===== config.mk =====
export PLATFORM = sky130hd
export DESIGN_NAME = pio_flag_unit
export DESIGN_NICKNAME = d
export VERILOG_FILES = /design/src/rtl/pio_pkg.sv /design/src/rtl/pio_ctrl.sv /design/src/rtl/pio_dp.sv /design/src/rtl/pio_flag_unit.sv
export SDC_FILE = /design/constraint.sdc
export NUM_CORES = 1
export LEC_CHECK = 0
export CORE_MARGIN = 2
export CORE_UTILIZATION = 40
export CTS_CLUSTER_DIAMETER = 120
export DETAILED_ROUTE_END_ITERATION = 10
export HOLD_SLACK_MARGIN = 0.03
export PLACE_DENSITY = 0.83
export SYNTH_ARGS = -nofsm -noshare
export SYNTH_HDL_FRONTEND = slang
export SYNTH_HIERARCHICAL = 1
export SYNTH_SLANG_ARGS = --single-unit

===== constraint.sdc =====
create_clock -name clk -period 2.19 [get_ports clk]
set_input_delay 0.3285 -clock clk [delete_from_list [all_inputs] [get_ports clk]]
set_output_delay 0.3285 -clock clk [all_outputs]
set_load 0.005 [all_outputs]

===== src/rtl/pio_pkg.sv =====
package pio_pkg;
  localparam int INSTR_W = 16;
  localparam int OPC_HI  = 15;
  localparam int OPC_LO  = 12;
  localparam logic [OPC_HI-OPC_LO:0] IO_OPCODE = '1;
  localparam int INP_BIT = 11;
  localparam int OUT_BIT = 10;
  localparam int SKI_BIT = 9;
  localparam int SKO_BIT = 8;
  localparam int ION_BIT = 7;
  localparam int IOF_BIT = 6;

  typedef struct packed {
    logic inp;
    logic out;
    logic ski;
    logic sko;
    logic ion;
    logic iof;
    logic done;
  } ioStrobes_t;
endpackage


===== src/rtl/pio_ctrl.sv =====
module pio_ctrl
  import pio_pkg::*;
(
  input  logic               ioEn,
  input  logic [INSTR_W-1:0] instr,
  output ioStrobes_t         stb
);
  logic hit;
  logic unusedLowBits;

  assign unusedLowBits = ^instr[IOF_BIT-1:0];
  assign hit = ioEn && (instr[OPC_HI:OPC_LO] == IO_OPCODE);

  always_comb begin
    stb.inp  = hit & instr[INP_BIT];
    stb.out  = hit & instr[OUT_BIT];
    stb.ski  = hit & instr[SKI_BIT];
    stb.sko  = hit & instr[SKO_BIT];
    stb.ion  = hit & instr[ION_BIT];
    stb.iof  = hit & instr[IOF_BIT];
    stb.done = hit;
  end
endmodule


===== src/rtl/pio_dp.sv =====
module pio_dp
  import pio_pkg::*;
#(
  parameter int DATA_W = 8,
  parameter int OVR_W  = 4
) (
  input  logic              clk,
  input  logic              rstN,
  input  ioStrobes_t        stb,
  input  logic [DATA_W-1:0] acLow,
  input  logic              devInStb,
  input  logic [DATA_W-1:0] devInByte,
  input  logic              devOutTaken,
  output logic              acLoad,
  output logic [DATA_W-1:0] acData,
  output logic              pcSkip,
  output logic              done,
  output logic [DATA_W-1:0] outByte,
  output logic              intReq,
  output logic [OVR_W-1:0]  overrunCnt
);
  localparam logic [OVR_W-1:0] OVR_MAX = '1;

  logic [DATA_W-1:0] inReg, outReg;
  logic              inFlag, outFlag, intEn;
  logic [OVR_W-1:0]  ovrCnt;
  logic              acceptIn, dropIn;

  assign acceptIn = devInStb && !inFlag;
  assign dropIn   = devInStb && inFlag;

  always_ff @(posedge clk) begin
    if (!rstN) begin
      inReg  <= '0;
      inFlag <= 1'b0;
      ovrCnt <= '0;
    end else begin
      if (acceptIn) inReg <= devInByte;
      if (acceptIn) inFlag <= 1'b1;
      else if (stb.inp) inFlag <= 1'b0;
      if (dropIn && ovrCnt != OVR_MAX) ovrCnt <= ovrCnt + 1'b1;
    end
  end

  always_ff @(posedge clk) begin
    if (!rstN) begin
      outReg  <= '0;
      outFlag <= 1'b1;
    end else if (stb.out) begin
      outReg  <= acLow;
      outFlag <= 1'b0;
    end else if (devOutTaken) begin
      outFlag <= 1'b1;
    end
  end

  always_ff @(posedge clk) begin
    if (!rstN) intEn <= 1'b0;
    else if (stb.iof) intEn <= 1'b0;
    else if (stb.ion) intEn <= 1'b1;
  end

  assign acLoad     = stb.inp;
  assign acData     = inReg;
  assign pcSkip     = (stb.ski & inFlag) | (stb.sko & outFlag);
  assign done       = stb.done;
  assign outByte    = outReg;
  assign intReq     = intEn & (inFlag | outFlag);
  assign overrunCnt = ovrCnt;
endmodule


===== src/rtl/pio_flag_unit.sv =====
module pio_flag_unit
  import pio_pkg::*;
#(
  parameter int DATA_W = 8,
  parameter int OVR_W  = 4
) (
  input  logic               clk,
  input  logic               rstN,
  input  logic               ioEn,
  input  logic [INSTR_W-1:0] instr,
  input  logic [DATA_W-1:0]  acLow,
  output logic               acLoad,
  output logic [DATA_W-1:0]  acData,
  output logic               pcSkip,
  output logic               done,
  input  logic               devInStb,
  input  logic [DATA_W-1:0]  devInByte,
  input  logic               devOutTaken,
  output logic [DATA_W-1:0]  outByte,
  output logic               intReq,
  output logic [OVR_W-1:0]   overrunCnt
);
  ioStrobes_t stb;

  pio_ctrl u_ctrl (
    .ioEn (ioEn),
    .instr(instr),
    .stb  (stb)
  );

  pio_dp #(.DATA_W(DATA_W), .OVR_W(OVR_W)) u_dp (
    .clk        (clk),
    .rstN       (rstN),
    .stb        (stb),
    .acLow      (acLow),
    .devInStb   (devInStb),
    .devInByte  (devInByte),
    .devOutTaken(devOutTaken),
    .acLoad     (acLoad),
    .acData     (acData),
    .pcSkip     (pcSkip),
    .done       (done),
    .outByte    (outByte),
    .intReq     (intReq),
    .overrunCnt (overrunCnt)
  );
endmodule


==> After elaboration in Yosys (flattened, before gate mapping) <==
Index checks and enable logic that the tools add are counted.
{ "totals": {"register_bits": 23, "input_bits": 37, "out_inout_bits": 24, "word_cells": 33} }
{ "op_classes": {"addsub": 1, "n_eq_ne": 2, "mux": 4, "n_bitwise": 12, "n_reduce_logical": 8} }
{ "ops": {"columns": ["operator", "n"], "rows": [
  ["1-bit bitwise AND", 9],
  ["4-bit by 1-bit adder with 4-bit output, second input constant", 1],
  ["4-bit equality test, second input constant", 1],
  ["1-bit logical AND", 4],
  ["1-bit 2-to-1 mux", 4],
  ["4-bit != test, second input constant", 1],
  ["2-bit nonzero test", 2],
  ["1-bit OR", 2],
  ["2-bit OR reduction", 1],
  ["1-bit zero test", 1],
  ["1-bit inverter", 1]
]} }

==> Logic depth before layout (Yosys ltp) <==
Gate-level depths: netlist of run 1.
{ "depth": {"ltp_word": 5, "depth_mapped": 5, "depth_no_buf": 4} }

==> Modules after synthesis <==
Netlist of run 1, hierarchy kept.
{ "by_module_without_submodules": {"columns": ["mod", "n_inst", "cells_per_inst", "area_per_inst_um2", "seq_area_each_um2"], "rows": [
  ["pio_dp", 1, 98, 983.4, 460.4],
  ["pio_ctrl", 1, 17, 78.8, 0.0]
]} }

==> Worst setup path before layout of run 1 <==
OpenSTA, ideal clock, no wires.
{ "synth_path": {"path_type": "in2reg", "startpoint": "in instr[13]", "endpoint": "reg u_dp.outReg[0] (netlist: u_dp/outByte[0])", "setup_ns": 0.116, "arrival_time_ns": 1.030, "t_required_ns": 2.074, "path_slack_ns": 1.044, "path_stages": 5, "path_buffers": 1, "path_cell_list": "nand2_1 nor3_1 buf_4 mux2i_1 nor2b_1"} }
{ "synth_lines": {"columns": ["item", "line", "source"], "rows": [
  ["start: declaration", "pio_flag_unit.sv:10", "input logic [INSTR_W-1:0] instr,"],
  ["end signal: assignment", "pio_dp.sv:50", "outReg <= acLow;"],
  ["end: declaration", "pio_dp.sv:24", "logic [DATA_W-1:0] inReg, outReg;"]
]} }

==> results of run 1 <==
[stage by stage]
stage / power [mW] / setup TNS [ns] / instance area, um2 / util, %
after floorplan: 0.503 / 0 / 1060 / -
after global placement: 0.583 / 0 / 1590 / 63.4
after detailed placement: 0.588 / 0 / 1590 / 63.4
after CTS: 0.790 / 0 / 1620 / 64.6
after global routing: 0.820 / -0.0338 / 1620 / 64.8
final: 0.779 / 0 / 1620 / 64.8
[worst max path at each step]
stage	end	slack (ns)	cells past startpoint
after floorplan	u_dp/outByte[0]	1.04	5
after global placement	pcSkip	0.08	5
after detailed placement	pcSkip	0.07	5
after CTS	pcSkip	0.07	5
after global routing	pcSkip	-0.03	5
final	pcSkip	0.05	5
[worst register-to-register path: stages (launching register included)]
cell and delay [ns]:
sky130_fd_sc_hd__dfxtp_1 0.42, sky130_fd_sc_hd__nor2b_1 0.50, sky130_fd_sc_hd__nand2_1 0.17, sky130_fd_sc_hd__a21boi_2 0.14
[cell type report]
cell class / count / area [um2]
Clock buffer: 3 / 22.5
Clock inverter: 1 / 7.51
Fill cell: 211 / 880
Inverter: 1 / 3.75
Multi-Input combinational cell: 82 / 541
Sequential cell: 23 / 460
Tap cell: 30 / 37.5
Timing Repair Buffer: 55 / 548
[cell families after synthesis]
group / count (synthesis) / synth area share [%]
AO/OA/AOI/OAI: 16 / 15.7
buffers and inverters: 10 / 6.24
adder cells (fa/ha/maj): 1 / 1.18
multiplexers: 10 / 9.42
AND/OR/NAND/NOR: 55 / 24.1
flip-flops: 23 / 43.3
[power by group]
part	switching (mW)	internal, mW	total (mW)
clock	0.130	0.0697	0.200
combinational	0.0480	0.0893	0.137
sequential	0.0101	0.431	0.441
total	0.188	0.590	0.779
[cell usage in the layout, fill, tap and decap left out, types with 2 or more instances in the layout]
cell type | synthesis | layout
sky130_fd_sc_hd__clkdlybuf4s50_1 | 0 | 54
sky130_fd_sc_hd__nand2_1 | 28 | 28
sky130_fd_sc_hd__dfxtp_1 | 23 | 23
sky130_fd_sc_hd__mux2i_1 | 10 | 10
sky130_fd_sc_hd__nor2b_1 | 9 | 9
sky130_fd_sc_hd__a21boi_2 | 8 | 8
sky130_fd_sc_hd__nor3_1 | 6 | 5
sky130_fd_sc_hd__nor2_1 | 4 | 4
sky130_fd_sc_hd__clkbuf_4 | 0 | 3
sky130_fd_sc_hd__nand3_1 | 3 | 3
sky130_fd_sc_hd__nand2b_1 | 2 | 2
[sequential cells by signal, summed over array words and instances (netlist names)]
| register | cells |
|---|---|
| u_dp/outFlag | 1 |
| u_dp/acData | 8 |
| u_dp/intEn | 1 |
| u_dp/outByte | 8 |
| u_dp/overrunCnt | 4 |
| u_dp/inFlag | 1 |
[per-layer routing]
| layer | share of wire [%] | GRT usage [%] | up-vias |
|---|---|---|---|
| met5 | 0 | 0 | - |
| met4 | 0.59 | 3.83 | 0 |
| met3 | 6.0 | 6.79 | 2 |
| met2 | 54 | 33.0 | 25 |
| met1 | 39 | 16.4 | 444 |
| li1 | - | - | 481 |
==> qor_table.md, run 1 <==
| Metric | Reported | Unit |
|:---|:---|:---|
| Clock tree from TritonCTS | done | - |
| Worst-margin pin slew | 0.737 | ns |
| CTS hold repair buffers | 0 | - |
| Flip-flop and latch count after synthesis | 23 | - |
| Setup slack after layout | 0.0453 | ns |
| Worst-case hold slack | 0.476 | ns |
| Worst Clk Skew | 0.0107 | ns |
| Detailed-router iteration count before antenna repair | 3 | - |
| Max cap viols | 0 | - |
| Final Non-Filler Cells | 195 | - |
| Number of nets with antenna violations after detailed routing | 0 | - |
| Net count of the finished layout | 204 | - |
| Die height | 55.5 | um |
| End of the worst register-to-register path | u_dp/acData[3] | - |
| Worst reg-to-reg setup slack | 0.92 | ns |
| Most common library cells after synthesis | sky130_fd_sc_hd__nand2_1, sky130_fd_sc_hd__dfxtp_1, sky130_fd_sc_hd__mux2i_1, sky130_fd_sc_hd__nor2b_1, sky130_fd_sc_hd__a21boi_2 | - |
| Clock transition at the register clock pins on the worst setup and hold paths after CTS | 0.12 | ns |
| Number of standard cells after synthesis | 115 | - |
| Number of global-route vias before repair | 967 | - |
| Achievable frequency | 466 | MHz |
| Top flip-flop cell by instance count after synthesis | sky130_fd_sc_hd__dfxtp_1 | - |
| Ordered cell list for the critical path | clkdlybuf4s50_1, nand2_1, nor3_1, a22o_1, clkdlybuf4s50_1 | - |
| HP Class | register to register | - |
| Initial Utilization | 42.5 | % |
| Iter 0 DRT Violations | 15 | - |
| Highest cell delay on the worst timing path | 0.50 | ns |
| Area share of the largest cell type after synthesis | 43.3 | % |
| GR Overflow Total | 0 | - |
| Area of the die | 0.00308 | mm2 |
| Area inside the core boundary | 0.00250 | mm2 |
| Required @ worst endpoint | 1.86 | ns |
| Signed area change from the synthesized netlist to the final layout | 52.5 | % |
| Synth warnings | 6 | - |
| Summed instance area of the synthesized netlist | 0.00106 | mm2 |
| Time the worst path needs with I/O delays and setup | 2.14 | ns |
| Count of input and output buffers | 54 | - |
| Number of setup buffers added after CTS | 0 | - |
| Status | finished, final reports clean | - |
| Cell type contributing the most total cell area after synthesis | sky130_fd_sc_hd__dfxtp_1 | - |
| Per-cell via count in the routed design | 4.88 | - |
| Hold_sp | u_dp/acData[7] | - |
| Sequential fraction of the synthesis area | 43.3 | % |
| Maximum number of pins on one net before global-route repair | 26 | - |
| Most frequent cell on the critical path | sky130_fd_sc_hd__clkdlybuf4s50_1 | - |
| Wire length of the first global-routing pass | 4130 | um |
| H-Tree Depth | 1 | - |
| Count of instances resized after the clock tree is built | 0 | - |
| Largest fanout on the critical path | 6 | - |
| Die width | 55.5 | um |
| Routed vias | 952 | - |
| Row cnt | 18 | - |
| Number of cells in the design after placement | 191 | - |
| Buffers from clock root to sink, at most | 2 | - |
| Slew Limit Fails | 0 | - |
| Top delay family on crit path | buffers and inverters | - |
| Final number of hold-violating endpoints | 0 | - |
| Synth async-reset ratio | 0 | % |
| Num CTS Buffers | 3 | - |
| Worst setup SP type | primary input | - |
| Setup repair after global routing missed its margin | true | - |
| Post-synth EDFFs | 0 | - |
| Worst hold endpoint | u_dp/acData[7] | - |
| Number of diodes | 0 | - |
| Post-synthesis area per instance | 9.24 | um2 |
| Worst Reg2Reg Path Length in Cells | 3 | - |
| I/O pin total | 61 | - |
| Clock Sinks | 23 | - |
| Worst slack after detailed placement | 0.0724 | ns |
| Static Leakage | 0.549 | nW |
| Routability Congestion | 0.761 | - |
| Hold-critical path depth | 2 | - |
| Slowest cell on the critical path | sky130_fd_sc_hd__clkdlybuf4s50_1 | - |
| Path type of the worst setup path | primary input to output port | - |
| Initial antenna violation count | 0 | - |
| Clock insertion delay at the later pin of the skew report | 0.32 | ns |
| Biggest area contributors in the synthesized netlist | sky130_fd_sc_hd__dfxtp_1, sky130_fd_sc_hd__nand2_1, sky130_fd_sc_hd__mux2i_1 | - |
| Ratio of total power to cell area | 481 | mW/mm2 |
| Drc violations | 0 | - |
| Total nets after synthesis | 153 | - |
| Fraction of final layout cells sized beyond drive strength 1 | 10.3 | % |
| Finish-stage setup viols | 0 | - |
| Cell at the root of the clock tree | sky130_fd_sc_hd__clkbuf_4 | - |
| Number of distinct standard cells referenced by the synthesized netlist | 25 | - |
| Leading cell type by number of instances after synthesis | sky130_fd_sc_hd__nand2_1 | - |
| Worst-case headroom to the max-slew limit | 50.7 | % |
| Sum of buffers and inverters on the critical path | 2 | - |
| Peak supply drop | 0.430 | mV |
| Overall routed net length | 2560 | um |
| Total global-route track usage | 16.9 | % |
| Beginning of the worst register-to-register path | u_dp/inFlag | - |
| Routed WL per cell | 13.1 | um |
| Period utilization | 97.9 | % |
| Arrival time reported for the critical path endpoint | 1.82 | ns |
| Post-detailed-placement half-perimeter wirelength | 1960 | um |
| Startpoint of the most critical setup path | instr[13] | - |
| Endpoint kind of the worst setup timing path | output port | - |
Power figures use the tool's default switching activity.
==> inputs of run 2 (changes only) <==
--- a/config.mk
+++ b/config.mk
@@ -7,7 +7,6 @@
 export LEC_CHECK = 0
 export CORE_MARGIN = 2
 export CORE_UTILIZATION = 40
-export CTS_CLUSTER_DIAMETER = 120
 export DETAILED_ROUTE_END_ITERATION = 10
 export HOLD_SLACK_MARGIN = 0.03
 export PLACE_DENSITY = 0.83
==> results of run 2 <==
The final DEF is identical to that of run 1; final timing and power are the same.
==> inputs of run 3 (changes only) <==
--- a/config.mk
+++ b/config.mk
@@ -5,7 +5,6 @@
 export SDC_FILE = /design/constraint.sdc
 export NUM_CORES = 1
 export LEC_CHECK = 0
-export CORE_MARGIN = 2
 export CORE_UTILIZATION = 40
 export DETAILED_ROUTE_END_ITERATION = 10
 export HOLD_SLACK_MARGIN = 0.03
==> qor_table.md, run 3 (same netlist as run 1, synthesis figures left out) <==
| Metric | Reported | Unit | vs previous |
|:---|:---|:---|:---|
| Buffers from clock root to sink, at most | 2 | - | unchanged |
| Static Leakage | 0.562 | nW | +2.4% |
| Worst setup SP type | primary input | - |  |
| End of the worst register-to-register path | u_dp/overrunCnt[2] | - |  |
| Initial Utilization | 42.5 | % | unchanged |
| Die width | 53.5 | um | -3.6% |
| Routed WL per cell | 12.6 | um | -4.4% |
| Slew Limit Fails | 0 | - | unchanged |
| I/O pin total | 61 | - | unchanged |
| Clock transition at the register clock pins on the worst setup and hold paths after CTS | 0.13 | ns | about the same |
| Net count of the finished layout | 204 | - | unchanged |
| Number of nets with antenna violations after detailed routing | 0 | - | unchanged |
| Final number of hold-violating endpoints | 0 | - | unchanged |
| Hold-critical path depth | 2 | - | unchanged |
| Setup TNS | 0 | ns | unchanged |
| Cell at the root of the clock tree | sky130_fd_sc_hd__clkbuf_4 | - |  |
| Most frequent standard cell in the layout excluding fill and tap cells | sky130_fd_sc_hd__clkdlybuf4s50_1 | - |  |
| GR Overflow Total | 0 | - | unchanged |
| Clock Sinks | 23 | - | unchanged |
| CTS hold repair buffers | 0 | - | unchanged |
| Detailed-router iteration count before antenna repair | 4 | - | +1 |
| Routability Congestion | 0.743 | - | -2.3% |
| Peak supply drop | 0.412 | mV | -4.1% |
| Setup repair after global routing missed its margin | false | - |  |
| Row cnt | 18 | - | unchanged |
| Hold_sp | u_dp/acData[6] | - |  |
| Drc violations | 0 | - | unchanged |
| Most used cells in the layout excluding fill and tap cells | sky130_fd_sc_hd__clkdlybuf4s50_1, sky130_fd_sc_hd__nand2_1, sky130_fd_sc_hd__dfxtp_1, sky130_fd_sc_hd__mux2i_1, sky130_fd_sc_hd__nor2b_1 | - |  |
| Period utilization | 95.7 | % | -2.3 points |
| Number of global-route vias before repair | 974 | - | +0.72% |
| Worst-margin pin slew | 0.726 | ns | -0.0106 ns |
| H-Tree Depth | 1 | - | unchanged |
| Signed area change from the synthesized netlist to the final layout | 52.8 | % |  |
| Wire length of the first global-routing pass | 4060 | um | -1.8% |
| Path type of the worst setup path | primary input to output port | - |  |
| Worst hold endpoint | u_dp/acData[6] | - |  |
| Worst Clk Skew | 0.00502 | ns | -0.00569 ns |
| Post-DP Area | 0.00159 | mm2 | unchanged |
| Worst reg-to-reg setup slack | 0.94 | ns | +0.02 ns |
| Maximum number of pins on one net before global-route repair | 26 | - | unchanged |
| Post-detailed-placement half-perimeter wirelength | 1910 | um | -2.8% |
| Required @ worst endpoint | 1.86 | ns | about the same |
| Ratio of total power to cell area | 475 | mW/mm2 | -1.1% |
| HP Class | register to register | - |  |
| Max cap viols | 0 | - | unchanged |
| Total global-route track usage | 19.0 | % | +2.1 points |
| Post-layout utilization of the core | 64.9 | % | +0.10 points |
| Status | finished, final reports clean | - |  |
| Num CTS Buffers | 3 | - | unchanged |
| Initial antenna violation count | 0 | - | unchanged |
| Arrival time reported for the critical path endpoint | 1.77 | ns | -0.05 ns |
| Overall routed net length | 2450 | um | -4.4% |
| Achievable frequency | 477 | MHz | +2.4% |
| Routed vias | 961 | - | +0.95% |
| Area of the die | 0.00287 | mm2 | -7.1% |
| Worst-case hold slack | 0.477 | ns | +0.000719 ns |
| Total power draw | 0.771 | mW | -0.98% |
| Worst Reg2Reg Path Length in Cells | 4 | - | +1 |
| Iter 0 DRT Violations | 9 | - | -6 |
| Time the worst path needs with I/O delays and setup | 2.09 | ns | -0.0500 ns |
| Finish-stage setup viols | 0 | - | unchanged |
| Die height | 53.5 | um | -3.6% |
| Clock tree from TritonCTS | done | - |  |
| Beginning of the worst register-to-register path | u_dp/overrunCnt[0] | - |  |
| Fraction of final layout cells sized beyond drive strength 1 | 10.9 | % | +0.61 points |
| Largest fanout on the critical path | 6 | - | unchanged |
| Endpoint kind of the worst setup timing path | output port | - |  |
| Non-Filler Cell Area, Final | 0.00162 | mm2 | +0.15% |
| Area inside the core boundary | 0.00250 | mm2 | unchanged |
| Count of input and output buffers | 54 | - | unchanged |
| Worst-case headroom to the max-slew limit | 51.4 | % | +0.71 points |
| Per-cell via count in the routed design | 4.93 | - | +0.95% |
| Number of diodes | 0 | - | unchanged |
| Clock insertion delay at the later pin of the skew report | 0.30 | ns | -0.02 ns |
run 3: worst max-delay path by stage:
stage | startpoint | end | slack [ns] | cells after the start
floorplan | instr[13] | u_dp/outByte[0] | 1.04 | 5
global placement | instr[13] | pcSkip | 0.08 | 5
detailed placement | instr[13] | pcSkip | 0.04 | 5
CTS | instr[13] | pcSkip | 0.04 | 5
global route | instr[14] | pcSkip | 0.03 | 5
finish | instr[13] | pcSkip | 0.1 | 5
run 3: power breakdown:
group,total [mW],switching [mW],internal [mW]
Combinational,0.137,0.0476,0.0894
Sequential,0.441,0.0102,0.431
Clock,0.193,0.125,0.0680
Total,0.771,0.182,0.589
run 3: layer usage:
layer / vias to the layer above / global-route usage [%] / wire length [um]
met2: 20 / 37.3 / 1340
met4: 0 / 4.82 / 15
met1: 460 / 20.1 / 989
met5: - / 0 / 0
li1: 479 / - / -
met3: 2 / 4.24 / 106
run 3: what timing repair did:
action                     in CTS  in global routing
setup endpoints to repair       0                  2
setup buffers                   0                  0
resized for setup               0                  3
run 3: critical path: stages:
cell and delay, ns:
sky130_fd_sc_hd__clkdlybuf4s50_1 0.50, sky130_fd_sc_hd__nand2_2 0.11, sky130_fd_sc_hd__nor3_1 0.18, sky130_fd_sc_hd__a22o_1 0.14, sky130_fd_sc_hd__clkdlybuf4s50_1 0.50
run 3: final cells by class:
type	instances	area [um2]
Fill cell	211	877
Timing Repair Buffer	55	551
Multi-Input combinational cell	82	543
Sequential cell	23	460
Tap cell	30	37.5
Clock buffer	3	22.5
Clock inverter	1	5.00
Inverter	1	3.75
run 3: through the flow:
stage	std cells	worst slack (ns)
finish	195	0.0953
global route	195	0.0318
CTS	195	0.0431
detailed placement	191	0.0432
global placement	191	0.0819
floorplan	115	1.04
